`src/rtl/tib_pkg.sv`:
```
package tib_pkg;

  typedef enum logic [1:0] {
    OP_HOLD = 2'd0,
    OP_INC  = 2'd1,
    OP_DEC  = 2'd2,
    OP_CLR  = 2'd3
  } backlog_op_e;

  // Clear outranks everything; a coincident tick and acknowledge cancel.
  function automatic backlog_op_e op_decode(input logic clr, input logic tick,
                                            input logic ack);
    backlog_op_e op;
    if (clr)              op = OP_CLR;
    else if (tick && ack) op = OP_HOLD;
    else if (tick)        op = OP_INC;
    else if (ack)         op = OP_DEC;
    else                  op = OP_HOLD;
    return op;
  endfunction

endpackage

```
`src/rtl/tib_rst_sync.sv`:
```
module tib_rst_sync #(
  parameter int STAGES = 2
) (
  input  logic clk_i,
  input  logic rst_ni,
  output logic rst_no
);
  logic [STAGES-1:0] sync_q;

  always_ff @(posedge clk_i or negedge rst_ni) begin
    if (!rst_ni) sync_q <= '0;
    else         sync_q <= {sync_q[STAGES-2:0], 1'b1};
  end

  assign rst_no = sync_q[STAGES-1];
endmodule

```
`src/rtl/tib_backlog.sv`:
```
module tib_backlog #(
  parameter int CNT_W = 8
) (
  input  logic clk_i,
  input  logic rst_ni,
  input  logic tick_i,
  input  logic ack_i,
  input  logic clr_i,
  output logic nonzero_o
);
  import tib_pkg::*;

  localparam logic [CNT_W-1:0] CNT_MAX = {CNT_W{1'b1}};
  localparam logic [CNT_W-1:0] CNT_ONE = {{(CNT_W-1){1'b0}}, 1'b1};

  logic [CNT_W-1:0] cnt_q, cnt_d;
  logic             cnt_en;
  logic             at_max, at_zero;
  backlog_op_e      op;

  always_comb begin
    at_max  = (cnt_q == CNT_MAX);
    at_zero = (cnt_q == '0);
    op      = op_decode(clr_i, tick_i, ack_i);
    unique case (op)
      OP_CLR:  cnt_d = '0;
      OP_INC:  cnt_d = at_max  ? cnt_q : cnt_q + CNT_ONE;
      OP_DEC:  cnt_d = at_zero ? cnt_q : cnt_q - CNT_ONE;
      default: cnt_d = cnt_q;
    endcase
    cnt_en = (cnt_d != cnt_q);
  end

  always_ff @(posedge clk_i or negedge rst_ni) begin
    if (!rst_ni)     cnt_q <= '0;
    else if (cnt_en) cnt_q <= cnt_d;
  end

  assign nonzero_o = !at_zero;
endmodule

```
`src/rtl/tib_inject.sv`:
```
module tib_inject #(
  parameter int PULSE_LEN = 2
) (
  input  logic clk_i,
  input  logic rst_ni,
  input  logic pending_i,
  input  logic ack_i,
  input  logic clr_i,
  output logic irq_o
);
  localparam int              PLS_W    = $clog2(PULSE_LEN + 1);
  localparam logic [PLS_W-1:0] PLS_LOAD = PLS_W'(PULSE_LEN);
  localparam logic [PLS_W-1:0] PLS_ONE  = PLS_W'(1);

  logic             perm_q, perm_d, perm_en;
  logic [PLS_W-1:0] pls_q, pls_d;
  logic             pls_en;
  logic             line_idle, fire;

  always_comb begin
    line_idle = (pls_q == '0);
    fire      = perm_q && pending_i && line_idle && !clr_i;

    if (clr_i)      perm_d = 1'b1;
    else if (fire)  perm_d = 1'b0;
    else if (ack_i) perm_d = 1'b1;
    else            perm_d = perm_q;
    perm_en = (perm_d != perm_q);

    if (fire)            pls_d = PLS_LOAD;
    else if (!line_idle) pls_d = pls_q - PLS_ONE;
    else                 pls_d = pls_q;
    pls_en = (pls_d != pls_q);
  end

  always_ff @(posedge clk_i or negedge rst_ni) begin
    if (!rst_ni)      perm_q <= 1'b1;
    else if (perm_en) perm_q <= perm_d;
  end

  always_ff @(posedge clk_i or negedge rst_ni) begin
    if (!rst_ni)     pls_q <= '0;
    else if (pls_en) pls_q <= pls_d;
  end

  assign irq_o = !line_idle;
endmodule

```
`src/rtl/tmr_irq_backlog.sv`:
```
module tmr_irq_backlog #(
  parameter int CNT_W       = 8,
  parameter int PULSE_LEN   = 2,
  parameter int SYNC_STAGES = 2
) (
  input  logic clk,
  input  logic rst_n,
  input  logic tick_i,
  input  logic ack_i,
  input  logic unmask_i,
  input  logic reload_i,
  output logic irq_o,
  output logic pending_o
);
  logic rst_int_n;
  logic clear;
  logic backlog_nz;

  assign clear = unmask_i | reload_i;

  tib_rst_sync #(.STAGES(SYNC_STAGES)) u_rst (
    .clk_i  (clk),
    .rst_ni (rst_n),
    .rst_no (rst_int_n)
  );

  tib_backlog #(.CNT_W(CNT_W)) u_backlog (
    .clk_i     (clk),
    .rst_ni    (rst_int_n),
    .tick_i    (tick_i),
    .ack_i     (ack_i),
    .clr_i     (clear),
    .nonzero_o (backlog_nz)
  );

  tib_inject #(.PULSE_LEN(PULSE_LEN)) u_inject (
    .clk_i     (clk),
    .rst_ni    (rst_int_n),
    .pending_i (backlog_nz),
    .ack_i     (ack_i),
    .clr_i     (clear),
    .irq_o     (irq_o)
  );

  assign pending_o = backlog_nz;
endmodule

```
`config.mk`:
```
export PLATFORM = sky130hd
export DESIGN_NAME = tmr_irq_backlog
export DESIGN_NICKNAME = d
export VERILOG_FILES = /design/src/rtl/tib_pkg.sv /design/src/rtl/tib_rst_sync.sv /design/src/rtl/tib_backlog.sv /design/src/rtl/tib_inject.sv /design/src/rtl/tmr_irq_backlog.sv
export SDC_FILE = /design/constraint.sdc
export NUM_CORES = 1
export LEC_CHECK = 0
export BUFFER_PORTS_ARGS = -buffer_cell sky130_fd_sc_hd__buf_4
export CAP_MARGIN = 20
export CORE_UTILIZATION = 56
export DETAILED_ROUTE_END_ITERATION = 12
export PLACE_DENSITY = 0.72
export SYNTH_ARGS = -nofsm -noshare
export SYNTH_HDL_FRONTEND = slang
export SYNTH_SLANG_ARGS = --single-unit
```
`constraint.sdc`:
```
create_clock -name clk -period 1.85 [get_ports clk]
set_input_delay 0.2775 -clock clk [delete_from_list [all_inputs] [get_ports clk]]
set_output_delay 0.2775 -clock clk [all_outputs]
set_load 0.05 [all_outputs]
```
; Yosys cells after proc, flatten, opt, wreduce, memory -nomap -nowiden
; Index checks and enable logic that the tools add are counted.
; W data, S select, Z words.
[classes]
add_sub_neg = 3
eq_ne = 7
mux = 12
bitwise = 1
reduce_logical = 9
[op_table]
columns = cell, n
row1 = $pmux W8 S3, 1
row2 = $mux W8, 2
row3 = $mux W2, 6
row4 = $add A8 B1 Y8 const B, 1
row5 = $eq A8 B8 Y1 const B, 1
row6 = $logic_not A8 Y1, 1
row7 = $ne A8 B8 Y1, 1
row8 = $sub A8 B1 Y8 const B, 1
row9 = $eq A2 B2 Y1 const B, 2
row10 = $logic_and A1 B1 Y1, 4
row11 = $logic_not A1 Y1, 3
row12 = $mux W1, 3
row13 = $eq A2 B1 Y1 const B, 1
row14 = $logic_not A2 Y1, 1
row15 = $ne A2 B2 Y1, 1
row16 = $sub A2 B1 Y2 const B, 1
row17 = $ne A1 B1 Y1, 1
row18 = $or A1 B1 Y1, 1
[totals]
regBits = 13
input_bits = 6

; Longest topological paths before layout
; Gate-level depths: netlist of the first run.
[logic_depth]
ltp_word = 8
mapped_depth = 6

; Cells and area by module
; From an unflattened synthesis of the first run, not the netlist that was laid out.
[unflattened]
hier_cells = 98
hier_area_um2 = 927.1
[by_module_without_submodules]
columns = module, n_inst, cells_each, area_per_inst_um2, seq_area_each_um2
row1 = tib_backlog, 1, 84, 730.7, 200.2
row2 = tib_inject, 1, 10, 136.4, 76.3
row3 = tib_rst_sync, 1, 3, 53.8, 50.0
row4 = tmr_irq_backlog, 1, 1, 6.3, 0.0

; Worst setup path before layout of the first run
; OpenSTA, ideal clock, no wires.
[synth_timing]
path_type = reg2reg
start = register u_backlog.cnt_q[0]
end = register u_backlog.cnt_q[0]
arrival_time_ps = 1876
required_ps = 1727
setup_slack_ps = -149
stages_incl_launch_ff = 7
path_buffers = 0
synth_period_minus_slack_ps = 1999
cell_sequence = dfrtp_1 > inv_1 > ha_1 > or3b_1 > or3_4 > a22o_1 > mux2i_1
[synth_between]
elab_chain_len = 4
elab_cells_between_ends = 8
classes_between = add/sub: 2 / eq/ne: 2 / mux: 3 / reduce/logical: 1
[synth_lines]
columns = item, line
row1 = start: declaration, tib_backlog.sv:16  ; logic [CNT_W-1:0] cnt_q, cnt_d;
row2 = start signal: assignment, tib_backlog.sv:36  ; else if (cnt_en) cnt_q <= cnt_d;
row3 = "$sub A8 B1 Y8, or another cell as far along", tib_backlog.sv:28  ; OP_DEC: cnt_d = at_zero ? cnt_q : cnt_q - CNT_ONE;
row4 = $mux W8 (on tied branches), "tib_backlog.sv:28, tib_backlog.sv:27"
row5 = $pmux W8 S3, tib_backlog.sv:25  ; unique case (op)
row6 = $ne A8 B8 Y1, tib_backlog.sv:31  ; cnt_en = (cnt_d != cnt_q);
; Several ways; a longest one is shown, not always the timed one.
; A chain may end at the register's enable or synchronous reset.

; Worst setup path after layout of the first run
[layout_timing]
start = register u_backlog.cnt_q[0]
end = output port pending_o
[layout_between]
elab_chain_len = 2
[layout_lines]
columns = item, line
row1 = $logic_not A8 Y1, tib_backlog.sv:23  ; at_zero = (cnt_q == '0);
row2 = $logic_not A1 Y1, tib_backlog.sv:39  ; assign nonzero_o = !at_zero;
row3 = end: declaration, tmr_irq_backlog.sv:13  ; output logic pending_o
; No other way between the ends.

==> impl_metrics.yaml, run 1 <==
timing:
  final_max_slew_viol_count: 0
  hold_slack_ns: 0.1557
  fin_skew_ns: 0.004381
  final-setup-viol-count: 7
  tightestPinTransition_ns: 0.5410
  fmax_mhz: 482.6
  period_share: 1.120
  slew_headroom: 0.6380
  grt_setup_unrepaired: "true"
  finalCriticalPeriod_ns: 2.072
  timing.final.ws_setup_ns: -0.2223
  hold_viol: 0
critical_path:
  endpoint_kind: "output pin"
  crit_chain: "inv_2 -> ha_4 -> or3b_4 -> or3_4 -> buf_8"
  crit_buf_inv: 2
  startpoint_type: "flop"
  cpPeakStageDelay_ns: 0.39
  path_delay_family: "simple AND/OR/NAND/NOR gates"
  critPathMaxFanout: 2
  critPathArrivalTime_ns: 1.79
  required_ns: 1.57
  cpMaxStageDelayCell: "dfrtp_1"
  path_class: "reg -> out"
layout:
  n_antenna_cell: 0
  drive_above_1_share: 0.3680
  fin_util: 0.8643
  nNetsFinal: 134
  area_growth_pct: 35.65
placement:
  hpwl_um: 1584
  port_buffers: 7
  gp_congestion: 0.9102
run:
  drv_cap: 0
status:
  failed_checks: "negative setup slack"
  status: "complete, but fails checks"
logic_synthesis:
  syn_area_um2: 880.8
  yosysWarnings: 0
  synthFlopType: "dfrtp_1"
  yosysMostFrequentCell: "dfrtp_1"
  synth-async-reset-ratio: 1.000
  synth_nets: 108
  synthTopCellsByArea: "dfrtp_1 (34%), nand2_1 (3.8%), dfstp_2 (3.0%)"
  ys_types: 41
  netlist.top_cell.by_area: "dfrtp_1"
  syn_avg_cell_area_um2: 8.808
  synth_cells: 100
  synth_edf_count: 0
  yosysSeqAreaShare: 0.3707
  synth_commonest_cells: "dfrtp_1 (12), nand2_1 (9), nor2_1 (7)"
  ys_seq_elements: 13
  synth_top_area_share: 0.3409
floorplanning:
  rows: 13
  io_pins: 8
  initial_utilization: 0.6371
  fp.dieH_um: 41.66
  die_w_um: 41.66
  dieArea_um2: 1736
  core_um2: 1383
routing:
  wl_um: 2953
  drt.antenna.violating_nets: 0
  wl_met2_um: 1469
  firstDrtPassIters: 5
  dr_wl_met3_um: 225
  drtIter0Drc: 46
  highest_layer: "met4"
  drc: 0
  routed_via_density: 7.064
  vias: 989
  routedWlPerCell_um: 21.09
  drt-met1-wl_um: 1149
cts:
  clock_path_buffers: 2
  htree_levels: 1
  clockRootBuffer: "clkbuf_4"
  clock_latency_ns: 0.29
  cts_sinks: 13
  cts_tree: "yes"
  path_clk_slew_ns: 0.08
  numCtsBuffers: 3
grt:
  grt_max_degree: 12
  grt_pass1_wl_um: 4498
  grt_pass1_vias: 952
  grt_overflow: 0
  antenna_found_initial: 0
  grt_use_total: 0.3370
pwr:
  power.leakage_nw: 0.5207
  power_density_nw_per_um2: 1002
  vdd_drop_max_uv: 633.1
hold_path:
  worst_hold_path_type: "in -> reg"
report_power, final:
part	leakage, nW	switching [mW]	internal [mW]
Clock	0.0150	0.102	0.0842
Sequential	0.171	0.0371	0.323
Combinational	0.335	0.348	0.303
Total	0.521	0.486	0.711
state kept, by name (all words and copies together), names as in the netlist:
name	count
u_rst.sync_q	2
u_backlog.cnt_q	8
u_inject.pls_q	2
u_inject.perm_q	1
cell families (layout without fill, tap and decap cells):
logic type	Yosys count	count (layout)	share of synthesized area
AND/OR/NAND/NOR	48	48	0.3153
multiplexers	3	3	0.03551
adder cells (fa/ha/maj)	2	2	0.02840
other	1	1	0.004257
flip-flops	13	13	0.3707
buffers and inverters	9	34	0.04686
AO/OA/AOI/OAI	24	24	0.1989
metrics by stage:
step / std cells / total power [mW] / TNS (ns) / area (um^2) / worst slack (ns)
finish: 140 / 1.197 / -1.080 / 1195 / -0.2223
global route: 140 / 1.246 / -1.459 / 1195 / -0.2699
CTS: 138 / 1.098 / -0.8604 / 1130 / -0.2123
detailed placement: 130 / 0.8114 / -0.1552 / 1026 / -0.09547
global placement: 130 / 0.8036 / -0.002896 / 1026 / -0.002896
floorplan: 100 / 0.6675 / -0.3094 / 883.3 / -0.1230
layout make-up:
type                       instances  area, um^2
sequential                        13       326.6
clock buffer                       4       26.28
timing repair buffer              26       216.5
multi-input combinational         78       591.8
tap                               15       18.77
inverter                           4       15.01
fill                              81       187.7
path summary, 6_finish.rpt:
check,startpoint,endpoint,slack [ns],cells past startpoint
worst min register to register,u_rst.sync_q[1]$_DFF_PN0_,u_inject.pls_q[1]$_DFFE_PN0P_,0.21,0
max in group asynchronous,u_rst.sync_q[1]$_DFF_PN0_,u_inject.perm_q$_DFFE_PN1P_,1.28,0
worst max register to register,u_backlog.cnt_q[0]$_DFFE_PN0P_,u_backlog.cnt_q[3]$_DFFE_PN0P_,-0.22,9
min in group asynchronous,u_rst.sync_q[1]$_DFF_PN0_,u_inject.pls_q[1]$_DFFE_PN0P_,0.21,0
worst max-delay path,u_backlog.cnt_q[0]$_DFFE_PN0P_,pending_o,-0.22,5
worst min-delay path,reload_i,u_backlog.cnt_q[4]$_DFFE_PN0P_,0.16,2
what timing repair did:
item                       in CTS  in global routing
hold buffers                    1                  0
resized for setup              13                 10
pin swaps                      11                  5
hold endpoints to repair        2                  0
setup endpoints to repair       5                 10
setup buffers                   3                  3
metal layers:
| layer | up-vias | track usage |
|---|---|---|
| met5 | - | 0 |
| met2 | 53 | 0.5719 |
| met3 | 14 | 0.07826 |
| met1 | 487 | 0.4278 |
| met4 | 0 | 0.09032 |
| li1 | 435 | - |
layout by cell type, fill, tap and decap left out, types with 2 or more instances in the layout:
| cell type | Yosys | final |
|---|---|---|
| nand2_1 | 9 | 9 |
| nand4_1 | 3 | 3 |
| dfrtp_1 | 12 | 12 |
| nand2b_1 | 2 | 2 |
| a21oi_1 | 4 | 4 |
| or4_1 | 3 | 2 |
| a211oi_1 | 2 | 2 |
| o311ai_1 | 0 | 2 |
| nor2b_1 | 3 | 3 |
| nand3_1 | 3 | 2 |
| nor3_4 | 0 | 2 |
| and3_1 | 2 | 2 |
| o22ai_1 | 2 | 2 |
| o211ai_1 | 2 | 2 |
| inv_1 | 4 | 2 |
| or3_4 | 2 | 2 |
| o21ai_0 | 3 | 2 |
| buf_6 | 1 | 3 |
| clkbuf_4 | 0 | 3 |
| or3_1 | 2 | 2 |
| buf_4 | 0 | 21 |
| mux2i_1 | 2 | 2 |
| nor2_1 | 7 | 7 |
| inv_2 | 0 | 2 |
| nor3_1 | 4 | 2 |
| and4_1 | 2 | 2 |
Power figures use the tool's default switching activity.
==> run 2, diff against run 1 <==
Settings changed: CORE_UTILIZATION 56 to 57, PLACE_DENSITY 0.72 to 0.73, SYNTH_HIERARCHICAL set to 1.
==> run 2 against run 1 <==
Critical path depth rose by 1. Cell area fell by 6.0%. Fmax rose by 17%. Worst hold slack improved by 0.035 ns. Critical endpoint unchanged. The flow now finishes without violations.
==> impl_metrics.yaml, run 2 <==
routing:
  routedWlPerCell_um: 16.95
  drt.antenna.violating_nets: 0
  routed_via_density: 6.538
  vias: 863
  drtIter0Drc: 63
  firstDrtPassIters: 4
  drc: 0
  wl_um: 2238
timing:
  slew_headroom: 0.6659
  final-setup-viol-count: 0
  period_share: 0.9540
  fin_skew_ns: 0.002640
  tns_ns: 0
  finalCriticalPeriod_ns: 1.765
  timing.final.ws_setup_ns: 0.08516
  final_max_slew_viol_count: 0
  hold_viol: 0
  fmax_mhz: 566.6
  hold_slack_ns: 0.1903
  grt_setup_unrepaired: "true"
  tightestPinTransition_ns: 0.4973
logic_synthesis:
  ys_types: 49
  synth_top_area_share: 0.3239
  muxShareOfSynthArea: 0.01080
  yosys.area_share.adder: 0.02699
  synthXorXnorAreaFrac: 0.009447
  syn_avg_cell_area_um2: 9.461
  ys_seq_elements: 13
  yosysSeqAreaShare: 0.3522
  synth_compound_area_frac: 0.2227
  synth-async-reset-ratio: 1.000
  netlist.top_cell.by_area: "dfrtp_1"
  synth_top_family_by_area: "simple AND/OR/NAND/NOR gates"
  synth_nets: 106
  yosysWarnings: 6
  synth_commonest_cells: "dfrtp_1 (12), a21oi_1 (8), nor3_1 (6)"
  syn_area_um2: 927.1
  yosysMostFrequentCell: "dfrtp_1"
  synthTopCellsByArea: "dfrtp_1 (32%), a21oi_1 (4.3%), nor3_1 (3.2%)"
  yosys.area_share.simple: 0.3131
  synthFlopType: "dfrtp_1"
  synth_cells: 98
  synth_edf_count: 0
pwr:
  power_density_nw_per_um2: 1296
  vdd_drop_max_uv: 886.4
  power.leakage_nw: 0.4644
cts:
  htree_levels: 1
  path_clk_slew_ns: 0.09
  clock_latency_ns: 0.28
  numCtsBuffers: 3
  cts_sinks: 13
  clockRootBuffer: "clkbuf_4"
  cts_tree: "yes"
  clock_path_buffers: 2
critical_path:
  endpoint_kind: "output pin"
  rr_worst_depth: 8
  startpoint_type: "flop"
  required_ns: 1.57
  path_class: "reg -> out"
  reg2reg_slack_ns: 0.09
  r2r-start: "u_backlog/cnt_q[1]$_DFFE_PN0P_"
  critPathMaxFanout: 3
  r2r_end: "u_backlog/cnt_q[4]$_DFFE_PN0P_"
  critPathLaunch: "u_backlog/cnt_q[0]$_DFFE_PN0P_"
  critPathArrivalTime_ns: 1.49
hold_path:
  worst_hold_path_type: "reg -> async"
placement:
  port_buffers: 7
  dp_slack_ns: 0.05615
  gp_congestion: 0.9039
  placed_area_um2: 1013
  hpwl_um: 1509
layout:
  stdcell_area_um2: 1124
  mostFrequentLayoutCell: "buf_4"
  area_growth_pct: 21.19
  top_register: "u_backlog/cnt_q"
  n_antenna_cell: 0
  fin_util: 0.7458
  drive_above_1_share: 0.3448
  largestRegisters: "u_backlog/cnt_q: 8 flops, u_inject/pls_q: 2 flops, u_rst/sync_q: 2 flops"
  nNetsFinal: 125
  most-common-layout-cells: "buf_4 (17), dfrtp_1 (11), a21oi_1 (7)"
  largest_reg_flops: 8
status:
  status: "completed"
floorplanning:
  io_pins: 8
  rows: 14
  fp.dieH_um: 42.33
  initial_utilization: 0.6154
  die_w_um: 42.33
  dieArea_um2: 1792
  core_um2: 1506
grt:
  grt_pass1_vias: 831
  antenna_found_initial: 0
  grt_max_degree: 12
  grt_overflow: 0
  grt_pass1_wl_um: 3622
  grt_use_total: 0.2687
run:
  drv_cap: 0
==> run 2: layout make-up <==
class | count | area [um^2]
Clock buffer | 3 | 22.52
Timing Repair Buffer | 20 | 160.2
Sequential cell | 13 | 327.8
Tap cell | 16 | 20.02
Clock inverter | 1 | 5.005
Fill cell | 101 | 382.9
Inverter | 4 | 15.01
Multi-Input combinational cell | 75 | 573.1
==> run 2: kinds of logic (layout without fill, tap and decap cells) <==
logic type      count (synthesis)  after routing
compound gates                 28             28
xor+xnor                        1              1
fa+ha+maj                       2              2
buf+inv                        10             28
flops                          13             13
mux                             1              1
other cells                     1              1
simple gates                   42             42
==> run 2: worst max-delay path: stages (launching register included) <==
cell,delay [ns]
dfrtp_1,0.40
inv_2,0.08
ha_4,0.14
nor4b_4,0.20
buf_4,0.16
nand2_2,0.06
buf_6,0.17
==> run 2: through the flow <==
stage	power, mW	cells
6_report	1.456	132
5_1_grt	1.530	132
4_1_cts	1.398	131
3_5_place_dp	1.150	122
3_3_place_gp	1.132	122
2_1_floorplan	0.9793	98
==> run 2: report_power, final <==
group,internal [mW],switching [mW]
clock network,0.0803,0.102
registers,0.352,0.109
logic,0.393,0.420
total,0.825,0.631
==> run 2: metal layers <==
metal	vias to the layer above	track usage	routed length, um
met2	40	0.4677	1098
met5	-	0	0
met4	0	0.1313	63
met3	10	0.04310	101
li1	408	-	-
met1	405	0.3177	974
==> run 2: worst max-delay path by stage <==
stage | to | slack (ns) | depth (start not counted)
final | pending_o | 0.09 | 6
after global routing | pending_o | -0.004 | 6
after CTS | pending_o | 0.02 | 6
after detailed placement | u_backlog/cnt_q[4]$_DFFE_PN0P_ | 0.06 | 7
after global placement | u_backlog/cnt_q[3]$_DFFE_PN0P_ | 0.08 | 6
after floorplan | u_inject/pls_q[1]$_DFFE_PN0P_ | 0.008 | 6
==> run 2: timing repair <==
item / 4_1_cts / 5_1_grt
hold buffers: 1 / 0
setup buffers: 4 / 1
endpoints found under the setup margin: 1 / 5
pin swaps: 1 / 0
gates resized for setup: 1 / 10
endpoints found under the hold margin: 2 / 0
